==> src/rtl/src_pkg.sv <==
package src_pkg;
  // Selects what drives the upper section's advance
  typedef enum logic {
    SRC_EXTERNAL = 1'b0,
    SRC_CHAINED  = 1'b1
  } hi_src_e;
endpackage

==> src/rtl/src_fall_det.sv <==
module src_fall_det #(
  parameter int STAGES = 2
) (
  input  logic clk,
  input  logic rst,
  input  logic din,
  output logic fall
);
  // pipe[STAGES-1:0] synchronizes; pipe[STAGES] holds the previous synced value
  logic [STAGES:0] pipe;

  always_ff @(posedge clk) begin
    if (rst) pipe <= '0;
    else     pipe <= {pipe[STAGES-1:0], din};
  end

  assign fall = pipe[STAGES] & ~pipe[STAGES-1];
endmodule

==> src/rtl/src_toggle_chain.sv <==
module src_toggle_chain #(
  parameter int WIDTH = 3
) (
  input  logic             clk,
  input  logic             rst,
  input  logic             wipe,
  input  logic             adv,
  output logic [WIDTH-1:0] q
);
  // Stage k toggles when all stages below it are about to fall from 1 to 0
  for (genvar k = 0; k < WIDTH; k++) begin : g_stage
    logic bit_q;
    logic flip;
    if (k == 0) begin : g_first
      assign flip = adv;
    end else begin : g_rest
      assign flip = adv & (&q[k-1:0]);
    end
    always_ff @(posedge clk) begin
      if (rst || wipe) bit_q <= 1'b0;
      else if (flip)   bit_q <= ~bit_q;
    end
    assign q[k] = bit_q;
  end
endmodule

==> src/rtl/split_ripple_counter.sv <==
module split_ripple_counter
  import src_pkg::*;
#(
  parameter int      SYNC_STAGES = 2,
  parameter int      HI_BITS     = 3,
  parameter hi_src_e HI_SRC      = SRC_EXTERNAL,
  localparam int     CNT_W       = HI_BITS + 1
) (
  input  logic             clk,
  input  logic             rst,
  input  logic             clr_a,
  input  logic             clr_b,
  input  logic             tick0_in,
  input  logic             tick1_in,
  output logic [CNT_W-1:0] count_o
);
  localparam bit CHAINED = (HI_SRC == SRC_CHAINED);

  logic               wipe;
  logic               fall0;
  logic               fall1_ext;
  logic               adv_hi;
  logic [0:0]         lo_q;
  logic [HI_BITS-1:0] hi_q;

  assign wipe = clr_a & clr_b;

  src_fall_det #(.STAGES(SYNC_STAGES)) det0_i (
    .clk(clk), .rst(rst), .din(tick0_in), .fall(fall0)
  );

  src_fall_det #(.STAGES(SYNC_STAGES)) det1_i (
    .clk(clk), .rst(rst), .din(tick1_in), .fall(fall1_ext)
  );

  // Chained source: bit 0 falls exactly when it toggles while high
  assign adv_hi = CHAINED ? (fall0 & lo_q[0]) : fall1_ext;

  src_toggle_chain #(.WIDTH(1)) lo_i (
    .clk(clk), .rst(rst), .wipe(wipe), .adv(fall0), .q(lo_q)
  );

  src_toggle_chain #(.WIDTH(HI_BITS)) hi_i (
    .clk(clk), .rst(rst), .wipe(wipe), .adv(adv_hi), .q(hi_q)
  );

  assign count_o = {hi_q, lo_q};
endmodule

==> config.mk <==
export PLATFORM = sky130hd
export DESIGN_NAME = split_ripple_counter
export DESIGN_NICKNAME = d
export VERILOG_FILES = /design/src/rtl/src_pkg.sv /design/src/rtl/src_fall_det.sv /design/src/rtl/src_toggle_chain.sv /design/src/rtl/split_ripple_counter.sv
export SDC_FILE = /design/constraint.sdc
export NUM_CORES = 1
export LEC_CHECK = 0
export ABC_CLOCK_PERIOD_IN_PS = 800
export BUFFER_PORTS_ARGS = -buffer_cell sky130_fd_sc_hd__buf_4
export CELL_PAD_IN_SITES_DETAIL_PLACEMENT = 1
export CELL_PAD_IN_SITES_GLOBAL_PLACEMENT = 1
export CORE_AREA = 2 2 39 41
export CTS_BUF_LIST = sky130_fd_sc_hd__clkbuf_8
export DETAILED_ROUTE_END_ITERATION = 10
export DIE_AREA = 0 0 41 43
export GPL_ROUTABILITY_DRIVEN = 0
export PLACE_DENSITY = 0.62
export SLEW_MARGIN = 10
export SYNTH_ARGS = -nofsm -noshare
export SYNTH_HDL_FRONTEND = slang
export SYNTH_SLANG_ARGS = --single-unit
==> constraint.sdc <==
create_clock -name clk -period 0.8 [get_ports clk]
set_input_delay 0.16 -clock clk [delete_from_list [all_inputs] [get_ports clk]]
set_output_delay 0.16 -clock clk [all_outputs]
set_load 0.01 [all_outputs]
==> results.toml <==
[outcome]
status = "finished, violations left"
violations = "setup timing"

[clock_network]
clock_sinks = 10
insertion_delay_ps = 230
cts_max_path_buffers = 2
ctsHtreeMaxLevel = 1
clk_pin_slew_ps = 40
cts_tree = "built"
cts_buffers = 3
root_buffer = "clkbuf_8"

[final_layout]
fillers = 155
area_growth_syn_to_layout_pct = 45.4
layout-drive-gt1-share_pct = 47.8
insertedDiodeCount = 0
finalNonFillerCells = 62
multi_input_area_um2 = 125
regArea_um2 = 206
nNetsFinal = 54

[setup_path]
critPathBufInv = 2
critPathCaptureType = "output port"
cp_max_fo = 2
cp_top_family = "flip-flops"
critPathMaxStageDelay_ps = 320
cp_data_required_time_ps = 640
cpMostUsedCell = "buf_6"
crit_path_top_delay_cell = "dfxtp_2"
reg2reg_slack_ps = -80
arrival_ps = 770
start_kind = "flip-flop"
cp_cell_sequence = "buf_6, buf_6"
critPathKind = "reg -> out"

[placed_design]
io_buffer_count = 9
place_inst = 56
hpwlAfterDp_um = 463

[global_route]
grt_pass1_wl_um = 1210
grt_pass1_vias = 286
antenna_found_initial = 0
gr-usage-all-layers_pct = 11.0
grt.overflow.total = 0
grt_max_degree = 8

[timing]
skew_ps = 1.37
worstMarginPinSlew_ps = 193
maxSlewViolCount = 0
final.period_utilization_pct = 116
fin_ws_ps = -125
hold_viol = 0
relSlewSlack_pct = 87.1
period_minus_slack_ps = 925
finalSetupViolCount = 7
rsz0062_at_grt = "yes"
fmax_mhz = 1080

[logic_synthesis]
syn_nets = 39
synth-seq-cells = 10
yosysUniqueCellTypes = 10
ys_warn_count = 0
synth_seq_area_share_pct = 56.3
syn_area_um2 = 355
syn_inst = 33
postSynthAreaPerCell_um2 = 10.8

[detailed_routing]
drc_errors = 0
drt_iter0_markers = 0
wl_per_cell_um = 11.3
viasPerCell = 4.13
wirelength_um = 699
postRouteAntennaNets = 0
dr.pass1.iters = 1
num_vias = 256

[floorplan]
die_height_um = 43
core-area_mm2 = 0.00138
die_w_um = 41
die_area_mm2 = 0.00176
rows = 14
initial_core_util_pct = 25.7
ios = 10

[hold_path]
hold_class = "in -> reg"

[pwr]
finalPower_mw = 1.07
peakVddDrop_uv = 862
p_leak_nw = 0.227
powerDensity_mw_per_mm2 = 2070

[run]
cap_violations = 0
-- sequential cells by signal, indices dropped and copies added, names as in the netlist --
signal	cells
det0_i.pipe	3
det1_i.pipe	3
hi_i.g_stage.bit_q	3
lo_i.q	1
-- repair_timing --
item	4_1_cts	5_1_grt
setup buffers	3	0
setup endpoints to repair	7	7
pin swaps	1	1
resized for setup	10	0
hold endpoints to repair	0	0
hold buffers	0	0
-- final timing paths --
path / from / to / cells past startpoint
hold reg to reg: det1_i.pipe[0] / det1_i.pipe[1] / 1
setup reg to reg: det1_i.pipe[1] / hi_i.g_stage[1].bit_q / 3
hold / removal: rst / det1_i.pipe[1] / 2
setup / recovery: hi_i.g_stage[1].bit_q / count_o[2] / 2
-- synthesized netlist by cell type --
master	instances	area (um^2)
dfxtp_1	10	200
nor2b_1	7	43.8
buf_4	4	30.0
nor2_1	4	15.0
xnor2_1	2	17.5
xor2_1	2	17.5
a21o_1	1	7.51
and2b_1	1	7.51
nand3b_1	1	7.51
nand4b_1	1	8.76
-- routing by layer --
| metal | GRT usage [%] | routed length, um | vias up |
|---|---|---|---|
| met5 | 0 | 0 | - |
| met4 | 6.00 | 9 | 0 |
| met3 | 4.71 | 26 | 2 |
| met2 | 17.2 | 386 | 6 |
| met1 | 11.8 | 277 | 123 |
| li1 | - | - | 125 |
-- logic make-up after synthesis --
kind of cell	Yosys count	synth area share, %
XOR/XNOR	4	9.86
buffers and inverters	4	8.45
AO/OA/AOI/OAI	1	2.11
AND/OR/NAND/NOR	14	23.2
flip-flops	10	56.3
-- power by group --
group	internal, mW	leakage (nW)	switching [mW]
clock	0.327	0.0216	0.164
combinational	0.0374	0.122	0.0197
sequential	0.516	0.0841	0.00701
total	0.880	0.227	0.190
-- metrics by stage --
step           worst slack [ps]  utilization, %  TNS [ps]  instance area [um^2]  hold slack, ps
3_3_place_gp              -1.40            30.9     -1.40                   428             369
3_5_place_dp              -50.1            30.9     -84.6                   428             386
4_1_cts                    -129            37.3      -437                   517             139
6_report                   -125            37.3      -353                   517             139
2_1_floorplan              31.7               -         0                   355             232
5_1_grt                    -151            37.3      -658                   517             150
-- layout by cell type (no fill, tap or decap) --
master	count
clkbuf_8	3
nand3b_1	1
xor2_1	2
buf_4	9
nor2b_1	7
xnor2_1	2
a21o_1	1
and2b_1	1
buf_6	5
nor2_1	4
dfxtp_2	5
nand4b_1	1
dfxtp_1	5
-- area by class of cell --
| type | count | area share, % |
|---|---|---|
| flip-flops and latches | 10 | 40.0 |
| repair buffers | 14 | 24.0 |
| clock buffers | 3 | 7.99 |
| multi-input cells | 19 | 24.2 |
| well taps | 16 | 3.87 |
Note: power is estimated with default switching activity, not from simulation.
